--- config.mk ---
export PLATFORM = sky130hd
export DESIGN_NAME = uart_regbank
export DESIGN_NICKNAME = d
export VERILOG_FILES = /design/src/rtl/uart_regbank_pkg.sv /design/src/rtl/uart_bank_decode.sv /design/src/rtl/uart_core_regs.sv /design/src/rtl/uart_read_mux.sv /design/src/rtl/uart_regbank.sv
export SDC_FILE = /design/constraint.sdc
export NUM_CORES = 1
export LEC_CHECK = 0
export BUFFER_PORTS_ARGS = -buffer_cell sky130_fd_sc_hd__buf_2
export CORE_MARGIN = 3
export CORE_UTILIZATION = 25
export CTS_CLUSTER_DIAMETER = 60
export DETAILED_ROUTE_END_ITERATION = 8
export PLACE_DENSITY = 0.53
export SETUP_SLACK_MARGIN = 0.2
export SYNTH_ARGS = -nofsm -noshare
export SYNTH_HDL_FRONTEND = slang
export SYNTH_HIERARCHICAL = 1
export SYNTH_SLANG_ARGS = --single-unit
--- constraint.sdc ---
create_clock -name clk -period 3.6 [get_ports clk]
set_input_delay 0.72 -clock clk [delete_from_list [all_inputs] [get_ports clk]]
set_output_delay 0.72 -clock clk [all_outputs]
set_load 0.01 [all_outputs]
--- src/rtl/uart_regbank_pkg.sv ---
package uart_regbank_pkg;
  localparam int unsigned REG_W = 8;
  typedef logic [REG_W-1:0] reg_t;

  // Field positions that the downstream logic decodes
  localparam int unsigned EFR_ENH_BIT   = 4;
  localparam int unsigned FCR_RXCLR_BIT = 1;
  localparam int unsigned FCR_TXCLR_BIT = 2;
  localparam reg_t        FCR_OPEN_MASK = 8'hC1;  // always writable
  localparam reg_t        FCR_PROT_MASK = 8'h30;  // needs enhanced enable
  localparam reg_t        MCR_PROT_MASK = 8'hE4;  // needs enhanced enable

  typedef enum logic [1:0] {BANK_NORM, BANK_DIV, BANK_ENH} bank_e;

  typedef enum logic [2:0] {
    SEL_NONE, SEL_LCR, SEL_FCR, SEL_MCR, SEL_DLL, SEL_DLH, SEL_EFR, SEL_FC
  } reg_sel_e;
endpackage

--- src/rtl/uart_bank_decode.sv ---
module uart_bank_decode
  import uart_regbank_pkg::*;
#(
  parameter int unsigned ADDR_W   = 3,
  parameter int unsigned NUM_FC   = 4,
  parameter int unsigned FC_IDX_W = 2,
  parameter reg_t        ENH_KEY  = 8'hBF
) (
  input  logic [ADDR_W-1:0]   addr_i,
  input  reg_t                lcr_i,
  output reg_sel_e            sel_o,
  output logic [FC_IDX_W-1:0] fc_idx_o
);
  localparam int unsigned A_LO   = 0;
  localparam int unsigned A_HI   = 1;
  localparam int unsigned A_FCTL = 2;
  localparam int unsigned A_LINE = 3;
  localparam int unsigned A_MDM  = 4;
  localparam int unsigned FC_BASE = 4;

  bank_e       bank;
  int unsigned a;

  always_comb begin
    if (lcr_i == ENH_KEY)     bank = BANK_ENH;
    else if (lcr_i[REG_W-1])  bank = BANK_DIV;
    else                      bank = BANK_NORM;
  end

  always_comb begin
    a        = int'(addr_i);
    sel_o    = SEL_NONE;
    fc_idx_o = '0;
    if (a == A_LINE) begin
      sel_o = SEL_LCR;
    end else begin
      unique case (bank)
        BANK_NORM: begin
          if (a == A_FCTL)      sel_o = SEL_FCR;
          else if (a == A_MDM)  sel_o = SEL_MCR;
        end
        BANK_DIV: begin
          if (a == A_LO)        sel_o = SEL_DLL;
          else if (a == A_HI)   sel_o = SEL_DLH;
        end
        BANK_ENH: begin
          if (a == A_FCTL) begin
            sel_o = SEL_EFR;
          end else if (a >= FC_BASE && a < FC_BASE + NUM_FC) begin
            sel_o    = SEL_FC;
            fc_idx_o = FC_IDX_W'(a - FC_BASE);
          end
        end
        default: sel_o = SEL_NONE;
      endcase
    end
  end
endmodule

--- src/rtl/uart_core_regs.sv ---
module uart_core_regs
  import uart_regbank_pkg::*;
#(
  parameter int unsigned NUM_FC   = 4,
  parameter int unsigned FC_IDX_W = 2
) (
  input  logic                          clk,
  input  logic                          rst_n,
  input  logic                          wr_i,
  input  reg_sel_e                      sel_i,
  input  logic [FC_IDX_W-1:0]           fc_idx_i,
  input  reg_t                          wdata_i,
  output reg_t                          lcr_q,
  output reg_t                          fcr_q,
  output reg_t                          mcr_q,
  output reg_t                          dll_q,
  output reg_t                          dlh_q,
  output reg_t                          efr_q,
  output logic [NUM_FC-1:0][REG_W-1:0]  fc_q,
  output logic                          rx_clr_q,
  output logic                          tx_clr_q
);
  logic enh_on;
  logic lcr_ce, fcr_ce, mcr_ce, dll_ce, dlh_ce, efr_ce;
  reg_t fcr_d, mcr_d, fcr_mask, mcr_mask;
  logic rx_clr_d, tx_clr_d;

  assign enh_on = efr_q[EFR_ENH_BIT];

  assign lcr_ce = wr_i && (sel_i == SEL_LCR);
  assign fcr_ce = wr_i && (sel_i == SEL_FCR);
  assign mcr_ce = wr_i && (sel_i == SEL_MCR);
  assign dll_ce = wr_i && (sel_i == SEL_DLL);
  assign dlh_ce = wr_i && (sel_i == SEL_DLH);
  assign efr_ce = wr_i && (sel_i == SEL_EFR);

  // next-state: write masks
  always_comb begin
    fcr_mask = enh_on ? (FCR_OPEN_MASK | FCR_PROT_MASK) : FCR_OPEN_MASK;
    mcr_mask = enh_on ? '1 : ~MCR_PROT_MASK;
    fcr_d    = (wdata_i & fcr_mask) | (fcr_q & ~fcr_mask);
    mcr_d    = (wdata_i & mcr_mask) | (mcr_q & ~mcr_mask);
    rx_clr_d = fcr_ce && wdata_i[FCR_RXCLR_BIT];
    tx_clr_d = fcr_ce && wdata_i[FCR_TXCLR_BIT];
  end

  always_ff @(posedge clk or negedge rst_n) begin
    if (!rst_n) begin
      lcr_q    <= '0;
      fcr_q    <= '0;
      mcr_q    <= '0;
      dll_q    <= '0;
      dlh_q    <= '0;
      efr_q    <= '0;
      rx_clr_q <= 1'b0;
      tx_clr_q <= 1'b0;
    end else begin
      if (lcr_ce) lcr_q <= wdata_i;
      if (fcr_ce) fcr_q <= fcr_d;
      if (mcr_ce) mcr_q <= mcr_d;
      if (dll_ce) dll_q <= wdata_i;
      if (dlh_ce) dlh_q <= wdata_i;
      if (efr_ce) efr_q <= wdata_i;
      rx_clr_q <= rx_clr_d;
      tx_clr_q <= tx_clr_d;
    end
  end

  for (genvar g = 0; g < NUM_FC; g++) begin : g_fc
    logic ce;
    reg_t q;
    assign ce = wr_i && (sel_i == SEL_FC) && (fc_idx_i == FC_IDX_W'(g));
    always_ff @(posedge clk or negedge rst_n) begin
      if (!rst_n)  q <= '0;
      else if (ce) q <= wdata_i;
    end
    assign fc_q[g] = q;
  end
endmodule

--- src/rtl/uart_read_mux.sv ---
module uart_read_mux
  import uart_regbank_pkg::*;
#(
  parameter int unsigned NUM_FC   = 4,
  parameter int unsigned FC_IDX_W = 2
) (
  input  logic                          rd_i,
  input  reg_sel_e                      sel_i,
  input  logic [FC_IDX_W-1:0]           fc_idx_i,
  input  reg_t                          lcr_i,
  input  reg_t                          mcr_i,
  input  reg_t                          dll_i,
  input  reg_t                          dlh_i,
  input  reg_t                          efr_i,
  input  logic [NUM_FC-1:0][REG_W-1:0]  fc_i,
  output reg_t                          rdata_o
);
  always_comb begin
    rdata_o = '0;
    if (rd_i) begin
      unique case (sel_i)
        SEL_LCR: rdata_o = lcr_i;
        SEL_MCR: rdata_o = mcr_i;
        SEL_DLL: rdata_o = dll_i;
        SEL_DLH: rdata_o = dlh_i;
        SEL_EFR: rdata_o = efr_i;
        SEL_FC:  rdata_o = fc_i[fc_idx_i];
        default: rdata_o = '0;  // write-only FIFO control and unmapped
      endcase
    end
  end
endmodule

--- src/rtl/uart_regbank.sv ---
module uart_regbank
  import uart_regbank_pkg::*;
#(
  parameter int unsigned ADDR_W  = 3,
  parameter int unsigned NUM_FC  = 4,
  parameter logic [7:0]  ENH_KEY = 8'hBF
) (
  input  logic        clk,
  input  logic        rst_n,
  input  logic [2:0]  addr_i,
  input  logic [7:0]  wdata_i,
  input  logic        wr_i,
  input  logic        rd_i,
  output logic [7:0]  rdata_o,
  output logic [7:0]  lcr_o,
  output logic [7:0]  fcr_o,
  output logic [7:0]  mcr_o,
  output logic [7:0]  dll_o,
  output logic [7:0]  dlh_o,
  output logic [7:0]  efr_o,
  output logic [7:0]  xon1_o,
  output logic [7:0]  xon2_o,
  output logic [7:0]  xoff1_o,
  output logic [7:0]  xoff2_o,
  output logic        rx_fifo_clr_o,
  output logic        tx_fifo_clr_o
);
  localparam int unsigned FC_IDX_W = (NUM_FC > 1) ? $clog2(NUM_FC) : 1;

  logic [1:0]                   rst_pipe;
  logic                         rst_sync_n;
  reg_sel_e                     sel;
  logic [FC_IDX_W-1:0]          fc_idx;
  logic [NUM_FC-1:0][REG_W-1:0] fc_q;

  // asynchronous assert, synchronous release
  always_ff @(posedge clk or negedge rst_n) begin
    if (!rst_n) rst_pipe <= '0;
    else        rst_pipe <= {rst_pipe[0], 1'b1};
  end
  assign rst_sync_n = rst_pipe[1];

  uart_bank_decode #(
    .ADDR_W(ADDR_W), .NUM_FC(NUM_FC), .FC_IDX_W(FC_IDX_W), .ENH_KEY(ENH_KEY)
  ) u_decode (
    .addr_i(ADDR_W'(addr_i)), .lcr_i(lcr_o), .sel_o(sel), .fc_idx_o(fc_idx)
  );

  uart_core_regs #(.NUM_FC(NUM_FC), .FC_IDX_W(FC_IDX_W)) u_regs (
    .clk(clk), .rst_n(rst_sync_n), .wr_i(wr_i), .sel_i(sel), .fc_idx_i(fc_idx),
    .wdata_i(wdata_i), .lcr_q(lcr_o), .fcr_q(fcr_o), .mcr_q(mcr_o),
    .dll_q(dll_o), .dlh_q(dlh_o), .efr_q(efr_o), .fc_q(fc_q),
    .rx_clr_q(rx_fifo_clr_o), .tx_clr_q(tx_fifo_clr_o)
  );

  uart_read_mux #(.NUM_FC(NUM_FC), .FC_IDX_W(FC_IDX_W)) u_rmux (
    .rd_i(rd_i), .sel_i(sel), .fc_idx_i(fc_idx), .lcr_i(lcr_o), .mcr_i(mcr_o),
    .dll_i(dll_o), .dlh_i(dlh_o), .efr_i(efr_o), .fc_i(fc_q), .rdata_o(rdata_o)
  );

  assign xon1_o  = fc_q[0];
  assign xon2_o  = fc_q[1];
  assign xoff1_o = fc_q[2];
  assign xoff2_o = fc_q[3];
endmodule

==> flow_metrics.env, run 1 <==
export IMPL_layout_drive_gt1_share_pct=61.6
export IMPL_netlist_area_sq_um=4000
export IMPL_dominantRegCellSynth="dfrtp_1"
export IMPL_synth_sequential_area_ratio_pct=50.6
export IMPL_cts_htree_levels=3
export IMPL_r2r_setup_slack_ps=940
export IMPL_vias_post_dr=2851
export IMPL_post_route_util_pct=34.0
export IMPL_worst_r2r_path_depth=7
export IMPL_critical_path_endpoint_type="output port"
export IMPL_grt_first_pass_wirelength_mm=18.1
export IMPL_clock_insertion_delay_worst_skew_ps=330
export IMPL_synth_cell_type_count=46
export IMPL_timing_fmax_ghz=0.303
export IMPL_finalMaxSlewViolations=0
export IMPL_drt_iter0_markers=94
export IMPL_gr_usage_all_layers_pct=13.4
export IMPL_p_leak_nw=2.63
export IMPL_place_congestion=0.883
export IMPL_maxSlewHeadroom_pct=30.7
export IMPL_grt_overflow_total=0
export IMPL_horiz_die_dim_microns=133
export IMPL_synth_avg_cell_area_sq_um=13.7
export IMPL_global_route_usage_met3_pct=4.22
export IMPL_layout_area_overhead_vs_synth_pct=31.0
export IMPL_outcome="complete, no violations"
export IMPL_synth_area_leaders="dfrtp_1, mux2_2, mux2_4"
export IMPL_ant_nets_after_route=0
export IMPL_startpoint_type_of_the_worst_setup_path="flip-flop"
export IMPL_post_synth_inst_count=292
export IMPL_top_level_ports=105
export IMPL_fp_coreArea_sq_um=15400
export IMPL_ys_warn_count=6
export IMPL_detail_placement_hpwl_mm=8.78
export IMPL_min_path_type="in -> async"
export IMPL_final_setup_tns_ps=0
export IMPL_cts_buffer_depth=2
export IMPL_row_count=45
export IMPL_unrepaired_setup_endpoints_after_global_routing="false"
export IMPL_timing_worst_slew_pin_value_ps=1040
export IMPL_post_synth_top_count_cell="mux2_2"
export IMPL_synth_top_area_share_pct=50.6
export IMPL_final_period_minus_worst_setup_slack_ps=3300
export IMPL_dpl_instance_area_sq_um=4800
export IMPL_synth_area_leader_cell="dfrtp_1"
export IMPL_worst_r2r_endpoint="u_regs/g_fc[0].q[5]$_DFFE_PN0P_"
export IMPL_synth_async_reset_ratio_pct=100
export IMPL_post_drt_wl_per_cell_microns=19.0
export IMPL_grt_antenna_before_repair=0
export IMPL_synth_seq_cells=81
export IMPL_hold_violations=0
export IMPL_post_route_standard_cell_area_excluding_fillers_sq_um=5250
export IMPL_floorplan_initialDensity_pct=25.9
export IMPL_netlist_top_cells_count="mux2_2, dfrtp_1, nand2_1, mux2_4, and2_1"
export IMPL_route_final_wire_length_mm=11.9
export IMPL_kind_of_critical_path="reg -> out"
export IMPL_met2_usage_pct=22.5
export IMPL_timing_clock_skew_ps=5.53
export IMPL_number_of_drc_violations_after_detailed_routing=0
export IMPL_cap_viol_max_count=0
export IMPL_buffer_ports_inserted=101
export IMPL_final_min_period_over_clock_period_pct=91.7
export IMPL_cp_max_fo=7
export IMPL_grt_max_degree=80
export IMPL_fin_nets=427
export IMPL_first_pass_iters=4
export IMPL_worst_ir_drop_vdd_v=0.000208
export IMPL_routed_via_density=4.53
export IMPL_first_global_vias=3023
export IMPL_synth_edf_count=0
export IMPL_worstSetupStartpoint="u_regs/lcr_q[6]$_DFFE_PN0P_"
export IMPL_worstPathRequired_ps=2880
export IMPL_cts_tree="yes"
export IMPL_global_route_peak_usage_layer="met2"
export IMPL_die_y_microns=133
export IMPL_cts_root_buffer_cell="clkbuf_16"
export IMPL_worstReg2RegStart="u_regs/lcr_q[6]$_DFFE_PN0P_"
export IMPL_arrival_ps=2580
export IMPL_cts_reportedPaths_clkPinSlew_ps=60
export IMPL_total_chip_power_mw=3.28
export IMPL_power_density_nw_per_um2=625
export IMPL_clock_sinks=81
export IMPL_cts_buffers_inserted=9
export IMPL_met1_usage_pct=16.9
export IMPL_dieArea_sq_um=17600
export IMPL_setup_viol=0
==> worst max-delay path by stage <==
stage	slack [ps]	endpoint
final	300	rdata_o[1]
after global routing	190	rdata_o[1]
after CTS	200	rdata_o[4]
after detailed placement	4	rdata_o[4]
after global placement	140	rdata_o[4]
after floorplan	630	rdata_o[6]
==> layer usage <==
layer  vias up  share of wire (%)  wire length (microns)
li1       1308                  -                      -
met1      1462                 43                   5160
met2        75                 50                   5990
met3         6                6.0                    711
met4         0               0.62                     74
met5         -                  0                      0
==> cell type report <==
| type | instances | area, sq um |
|---|---|---|
| diodes | 1 | 2.50 |
| clock buffers | 13 | 260 |
| clock inverters | 3 | 40.0 |
| fillers | 1590 | 10200 |
| inverters | 4 | 15.0 |
| multi-input cells | 188 | 1880 |
| flip-flops and latches | 81 | 2030 |
| well taps | 211 | 264 |
| repair buffers | 128 | 751 |
==> power by group <==
group | internal, mW | switching (mW)
combinational | 0.541 | 0.503
sequential | 1.13 | 0.193
clock | 0.573 | 0.339
==> worst max-delay path: stages, from the launching register on <==
cell and delay, ps:
dfrtp_1 380, nand4b_4 190, or2_4 300, o21ai_4 270
buf_12 160, and2b_1 220, a22o_1 190, a222oi_1 280
a21oi_1 120, buf_2 150
==> placed cells by master, fill, tap and decap left out, types with 3 or more instances in the layout <==
| master | instances |
|---|---|
| o21ai_0 | 6 |
| conb_1 | 4 |
| mux2_4 | 9 |
| mux4_2 | 4 |
| a22oi_1 | 4 |
| a22o_1 | 4 |
| a21oi_1 | 4 |
| buf_12 | 3 |
| a31oi_1 | 5 |
| dfrtp_1 | 79 |
| nand2_1 | 11 |
| nor2_1 | 5 |
| buf_2 | 102 |
| mux2i_1 | 4 |
| inv_1 | 4 |
| buf_4 | 21 |
| clkbuf_16 | 9 |
| and2_1 | 6 |
| a222oi_1 | 4 |
| mux2_2 | 82 |
| nor2b_1 | 4 |
==> flip-flops by register name, summed over array words and instances, names as in the netlist, named ones only <==
signal           count
rst_pipe             2
u_regs/dll_q         8
u_regs/tx_clr_q      1
u_regs/dlh_q         8
u_regs/rx_clr_q      1
u_regs/g_fc.q       32
u_regs/fcr_q         3
u_regs/efr_q         8
u_regs/lcr_q         8
u_regs/mcr_q         4
==> stage by stage <==
step	hold WS (ps)	setup slack [ps]	cells
2_1_floorplan	331	629	294
3_5_place_dp	336	3.56	602
6_report	162	301	629
3_3_place_gp	337	138	602
4_1_cts	147	205	621
5_1_grt	147	195	628
==> logic make-up (layout without fill, tap and decap cells) <==
kind of cell    count (synthesis)  in the layout  synth area share (%)
simple gates                   52             52                  9.75
mux                           101            101                  30.3
compound gates                 31             31                  5.35
other cells                     2              5                 0.188
buf+inv                        25            148                  3.81
flops                          81             81                  50.6
==> what timing repair did <==
action	in CTS	in global routing
endpoints found under the hold margin	0	0
pin swaps	1	4
hold buffers	0	0
resized for setup	3	8
setup endpoints to repair	8	8
buffers inserted	3	6
gates cloned	0	1
Note: power is estimated with default switching activity, not from simulation.
==> run 2, diff against run 1 <==
Settings changed: ABC_AREA set to 1.
Clock period 3.6 ns to 3.4 ns, I/O delays scaled along.
==> run 2 against run 1 <==
Sequential power is 11% higher. Worst hold slack worse by 50 ps. Highest routed layer is now met5. Combinational power is 18% lower. Synthesized cell count is 89% higher. Clock power is 7.3% higher. Setup slack better by 45 ps. Sequential share of layout area is 0.11 points higher. Clock skew is 5.7 ps higher. Utilization is 1.4 points lower. Routed wire length is 25% higher. Final cell count is 39% higher. First-iteration DRC count grew to 6.9 times the previous value.
==> flow_metrics.env, run 2 <==
export IMPL_dominantRegCellSynth="dfrtp_1"
export IMPL_worstReg2RegStart="u_regs/lcr_q[1]$_DFFE_PN0P_"
export IMPL_grt_overflow_total=0
export IMPL_cts_tree="yes"
export IMPL_synth_cell_type_count=23
export IMPL_place_inst=855
export IMPL_setup_viol=0
export IMPL_grt_antenna_before_repair=1
export IMPL_post_synth_top_count_cell="nand2_1"
export IMPL_finalMaxSlewViolations=0
export IMPL_antennaDiodeCount=0
export IMPL_layout_drive_gt1_share_pct=23.1
export IMPL_hold_violations=0
export IMPL_routed_via_density=4.67
export IMPL_synth_area_leader_cell="dfrtp_1"
export IMPL_cp_max_fo=16
export IMPL_post_synth_inst_count=553
export IMPL_worst_r2r_path_depth=12
export IMPL_worst_ir_drop_vdd_v=0.000290
export IMPL_fin_nets=668
export IMPL_cts_root_buffer_cell="clkbuf_16"
export IMPL_worstSetupStartpoint="u_regs/lcr_q[1]$_DFFE_PN0P_"
export IMPL_detail_placement_hpwl_mm=10.7
export IMPL_kind_of_critical_path="reg -> out"
export IMPL_unrepaired_setup_endpoints_after_global_routing="false"
export IMPL_netlist_area_sq_um=4140
export IMPL_filler_cells_inserted=1718
export IMPL_worstPathRequired_ps=2720
export IMPL_floorplan_initialDensity_pct=25.8
export IMPL_flip_flop_count_of_the_largest_register_after_layout=32
export IMPL_synth_area_leaders="dfrtp_1, nand2_1, nand3_1"
export IMPL_grt_max_degree=80
export IMPL_synth_async_reset_ratio_pct=100
export IMPL_cts_buffer_depth=2
export IMPL_place_congestion=0.863
export IMPL_dieArea_sq_um=18100
export IMPL_r2r_setup_slack_ps=1000
export IMPL_die_y_microns=135
export IMPL_min_path_type="in -> async"
export IMPL_final_min_period_over_clock_period_pct=89.8
export IMPL_number_of_drc_violations_after_detailed_routing=0
export IMPL_outcome="complete, no violations"
export IMPL_arrival_ps=2370
export IMPL_cts_htree_levels=3
export IMPL_top_level_ports=105
export IMPL_setup_slack_at_placement_ps=260
export IMPL_p_leak_nw=2.73
export IMPL_timing_worst_slew_pin_value_ps=1050
export IMPL_timing_clock_skew_ps=11.2
export IMPL_netlist_top_cells_count="nand2_1, dfrtp_1, nand3_1, nor2_1, o21ai_0"
export IMPL_cts_buffers_inserted=9
export IMPL_first_global_vias=3568
export IMPL_layout_area_overhead_vs_synth_pct=26.3
export IMPL_grt_first_pass_wirelength_mm=22.0
export IMPL_ant_nets_after_route=0
export IMPL_route_final_wire_length_mm=14.9
export IMPL_final_setup_tns_ps=0
export IMPL_critical_path_endpoint_type="output port"
export IMPL_horiz_die_dim_microns=135
export IMPL_fp_coreArea_sq_um=16100
export IMPL_post_drt_wl_per_cell_microns=17.0
export IMPL_cts_reportedPaths_clkPinSlew_ps=70
export IMPL_clock_sinks=81
export IMPL_synth_top_area_share_pct=48.9
export IMPL_cap_viol_max_count=0
export IMPL_post_cts_hold_buffer_count=0
export IMPL_total_chip_power_mw=3.30
export IMPL_layoutNonFillerInstCount=874
export IMPL_buffer_ports_inserted=101
export IMPL_maxSlewHeadroom_pct=29.9
export IMPL_drt_iter0_markers=645
export IMPL_synth_edf_count=0
export IMPL_clock_insertion_delay_worst_skew_ps=340
export IMPL_vias_post_dr=4081
export IMPL_first_pass_iters=5
export IMPL_gr_usage_all_layers_pct=16.0
export IMPL_final_period_minus_worst_setup_slack_ps=3050
export IMPL_row_count=46
export IMPL_regMostFlops="u_regs/g_fc.q"
export IMPL_worst_r2r_endpoint="u_regs/g_fc[2].q[0]$_DFFE_PN0P_"
export IMPL_synth_sequential_area_ratio_pct=48.9
export IMPL_timing_final_ws_setup_ps=346
export IMPL_timing_fmax_ghz=0.327
export IMPL_final_cell_mix="nand2_1, buf_2, dfrtp_1"
export IMPL_final_common_cell="nand2_1"
export IMPL_synth_seq_cells=81
export IMPL_power_density_nw_per_um2=630
export IMPL_startpoint_type_of_the_worst_setup_path="flip-flop"
export IMPL_ys_warn_count=6
export IMPL_synth_avg_cell_area_sq_um=7.49
## run 2: report_power, final
group	internal, mW	switching (mW)	total, mW
clock network	0.571	0.408	0.979
logic	0.324	0.529	0.853
registers	1.19	0.273	1.46
total	2.09	1.21	3.30
## run 2: cells by family (layout without fill, tap and decap cells)
logic type	after synthesis	count (layout)	share of synthesized area, %
flip-flops	81	81	48.9
other	2	4	0.181
AND/OR/NAND/NOR	346	346	35.8
buffers and inverters	71	174	8.70
AO/OA/AOI/OAI	53	53	6.40
## run 2: routing by layer
layer / vias to the layer above / wire [microns] / GRT usage, %
met4: 2 / 251 / 5.66
li1: 1983 / - / -
met3: 16 / 949 / 2.42
met1: 1920 / 6540 / 22.8
met5: - / 13 / 0
met2: 160 / 7110 / 24.7
## run 2: repair_timing
action | 4_1_cts | 5_1_grt
pin swaps | 0 | 2
gates resized for setup | 3 | 14
setup buffers | 0 | 2
setup endpoints to repair | 8 | 8
cloned | 0 | 1
## run 2: metrics by stage
stage	hold WS [ps]	utilization [%]	area (sq um)
5_1_grt	109	32.6	5230
3_3_place_gp	334	30.1	4830
2_1_floorplan	331	-	4150
3_5_place_dp	339	30.1	4830
4_1_cts	104	32.0	5130
6_report	112	32.6	5230
## run 2: worst max-delay path by stage
stage / depth (start not counted) / endpoint / slack (ps)
after global placement: 10 / rdata_o[7] / 280
after CTS: 9 / rdata_o[4] / 210
final: 10 / rdata_o[0] / 350
after floorplan: 10 / rdata_o[0] / 760
after global routing: 12 / rdata_o[7] / 200
after detailed placement: 10 / rdata_o[7] / 260
## run 2: worst max-delay path, stage by stage, from the launching register on
cell	delay, ps
dfrtp_1	420
nand2_1	70
nor2_1	200
nand2_2	140
o21ai_4	270
inv_4	140
nor3_4	210
buf_4	180
nand2_1	60
a21oi_1	190
buf_2	170
## run 2: area by class of cell
class	count	area (sq um)	share of cell area, %
Tap cell	216	270	5.17
Inverter	46	181	3.47
Multi-Input combinational cell	403	1820	34.8
Clock inverter	6	66.3	1.27
Clock buffer	10	229	4.38
Sequential cell	81	2030	38.9
Timing Repair Buffer	112	629	12.0
==> run 3, diff against run 2 <==
Settings changed: CORE_UTILIZATION 25 to 43, PLACE_DENSITY 0.53 to 0.76.
==> run 3 against run 2 <==
Critical path depth fell by 1. Critical path type unchanged. Largest cell class unchanged. First-iteration DRC count fell by 20%. Fmax fell by 1.1%. Final cell count fell by 9.7%. Sequential cell count did not move.
==> flow_metrics.env, run 3 (same netlist as run 2, synthesis figures left out) <==
export IMPL_flip_flop_count_of_the_largest_register_after_layout=32
export IMPL_worstReg2RegStart="u_regs/lcr_q[4]$_DFFE_PN0P_"
export IMPL_hold_violations=0
export IMPL_horiz_die_dim_microns=104
export IMPL_detail_placement_hpwl_mm=9.36
export IMPL_worst_ir_drop_vdd_v=0.000356
export IMPL_floorplan_initialDensity_pct=44.6
export IMPL_worstPathRequired_ps=2720
export IMPL_clock_insertion_delay_worst_skew_ps=360
export IMPL_timing_fmax_ghz=0.324
export IMPL_worst_r2r_endpoint="u_regs/g_fc[1].q[5]$_DFFE_PN0P_"
export IMPL_place_inst=768
export IMPL_filler_cells_inserted=904
export IMPL_maxSlewHeadroom_pct=51.1
export IMPL_final_cell_mix="nand2_1, buf_2, dfrtp_1"
export IMPL_cp_max_fo=16
export IMPL_antennaDiodeCount=0
export IMPL_buffer_ports_inserted=101
export IMPL_p_leak_nw=2.69
export IMPL_multi_input_area_sq_um=1800
export IMPL_fin_nets=670
export IMPL_fp_coreArea_sq_um=9280
export IMPL_top_level_ports=105
export IMPL_startpoint_type_of_the_worst_setup_path="flip-flop"
export IMPL_cts_root_buffer_cell="clkbuf_8"
export IMPL_cts_buffer_depth=2
export IMPL_ant_nets_after_route=0
export IMPL_layout_area_seq_sq_um=2030
export IMPL_layoutNonFillerInstCount=789
export IMPL_timing_clock_skew_ps=15.3
export IMPL_finalMaxSlewViolations=0
export IMPL_cts_reportedPaths_clkPinSlew_ps=90
export IMPL_setup_viol=0
export IMPL_layout_drive_gt1_share_pct=23.0
export IMPL_grt_first_pass_wirelength_mm=20.3
export IMPL_arrival_ps=2410
export IMPL_final_min_period_over_clock_period_pct=90.8
export IMPL_power_density_nw_per_um2=612
export IMPL_layout_area_overhead_vs_synth_pct=20.4
export IMPL_post_drt_wl_per_cell_microns=16.3
export IMPL_timing_critical_path_to="rdata_o[5]"
export IMPL_drt_iter0_markers=515
export IMPL_outcome="complete, no violations"
export IMPL_gr_usage_all_layers_pct=23.8
export IMPL_unrepaired_setup_endpoints_after_global_routing="true"
export IMPL_min_path_type="in -> async"
export IMPL_final_setup_tns_ps=0
export IMPL_first_pass_iters=5
export IMPL_kind_of_critical_path="reg -> out"
export IMPL_grt_max_degree=48
export IMPL_r2r_setup_slack_ps=950
export IMPL_worst_r2r_path_depth=10
export IMPL_vias_post_dr=4176
export IMPL_clock_sinks=81
export IMPL_worstSetupStartpoint="u_regs/lcr_q[4]$_DFFE_PN0P_"
export IMPL_row_count=35
export IMPL_critical_path_endpoint_type="output port"
export IMPL_cap_viol_max_count=0
export IMPL_routed_via_density=5.29
export IMPL_final_period_minus_worst_setup_slack_ps=3090
export IMPL_cts_tree="yes"
export IMPL_grt_antenna_before_repair=0
export IMPL_final_common_cell="nand2_1"
export IMPL_die_y_microns=104
export IMPL_cts_buffers_inserted=9
export IMPL_cts_htree_levels=3
export IMPL_number_of_drc_violations_after_detailed_routing=0
export IMPL_timing_worst_slew_pin_value_ps=734
export IMPL_route_final_wire_length_mm=12.9
export IMPL_total_chip_power_mw=3.05
export IMPL_place_congestion=0.904
export IMPL_grt_overflow_total=0
export IMPL_regMostFlops="u_regs/g_fc.q"
export IMPL_dieArea_sq_um=10800
export IMPL_first_global_vias=3859
==> run 3: layout make-up <==
type	count	share of cell area, %
flip-flops and latches	81	40.7
repair buffers	114	12.4
multi-input cells	403	36.2
well taps	129	3.24
clock inverters	6	1.33
inverters	46	3.64
clock buffers	10	2.56
==> run 3: where the power goes <==
group	internal, mW	total, mW	leakage [nW]	switching, mW
Clock	0.341	0.702	0.0889	0.361
Sequential	1.19	1.45	1.08	0.264
Combinational	0.354	0.898	1.52	0.544
Total	1.88	3.05	2.69	1.17
==> run 3: metal layers <==
metal  global-route usage, %  up-vias  wire, microns  part of all wire (%)
li1                        -     1980              -                     -
met1                    32.7     1930           5490                    43
met2                    35.7      240           5780                    45
met3                    5.90       26           1270                   9.8
met4                    10.3        0            327                   2.5
met5                       0        -              0                     0
==> run 3: metrics by stage <==
step | instance area, sq um | util, % | setup slack [ps] | hold WS (ps)
6_report | 4990 | 53.7 | 312 | 96.4
5_1_grt | 4990 | 53.7 | 170 | 74.9
4_1_cts | 4910 | 52.9 | 221 | 78.0
3_5_place_dp | 4700 | 50.7 | 400 | 336
3_3_place_gp | 4700 | 50.7 | 451 | 337
2_1_floorplan | 4150 | - | 760 | 331
==> run 3: critical path: stages (launching register included) <==
cell,delay [ps]
dfrtp_1,410
nand2_1,90
nor2_2,190
nand2_2,120
o21ai_2,250
inv_4,140
nor3_4,350
nand2_1,100
a21oi_1,220
buf_2,170
==> run 3: how the worst min path moves through the flow <==
stage	from	endpoint	slack (ps)
after global routing	rst_n	rst_pipe[1]$_DFF_PN0_	70
after floorplan	rst_pipe[0]$_DFF_PN0_	rst_pipe[1]$_DFF_PN0_	330
after detailed placement	rst_pipe[0]$_DFF_PN0_	rst_pipe[1]$_DFF_PN0_	340
final	rst_n	rst_pipe[1]$_DFF_PN0_	100
after CTS	rst_n	rst_pipe[1]$_DFF_PN0_	80
after global placement	rst_pipe[0]$_DFF_PN0_	rst_pipe[1]$_DFF_PN0_	340
==> run 3: what timing repair did <==
| action | CTS | global route |
|---|---|---|
| gates resized for setup | 3 | 11 |
| buffers inserted | 0 | 5 |
| endpoints found under the setup margin | 7 | 8 |
| pin swaps | 1 | 2 |
| hold buffers | 0 | 0 |
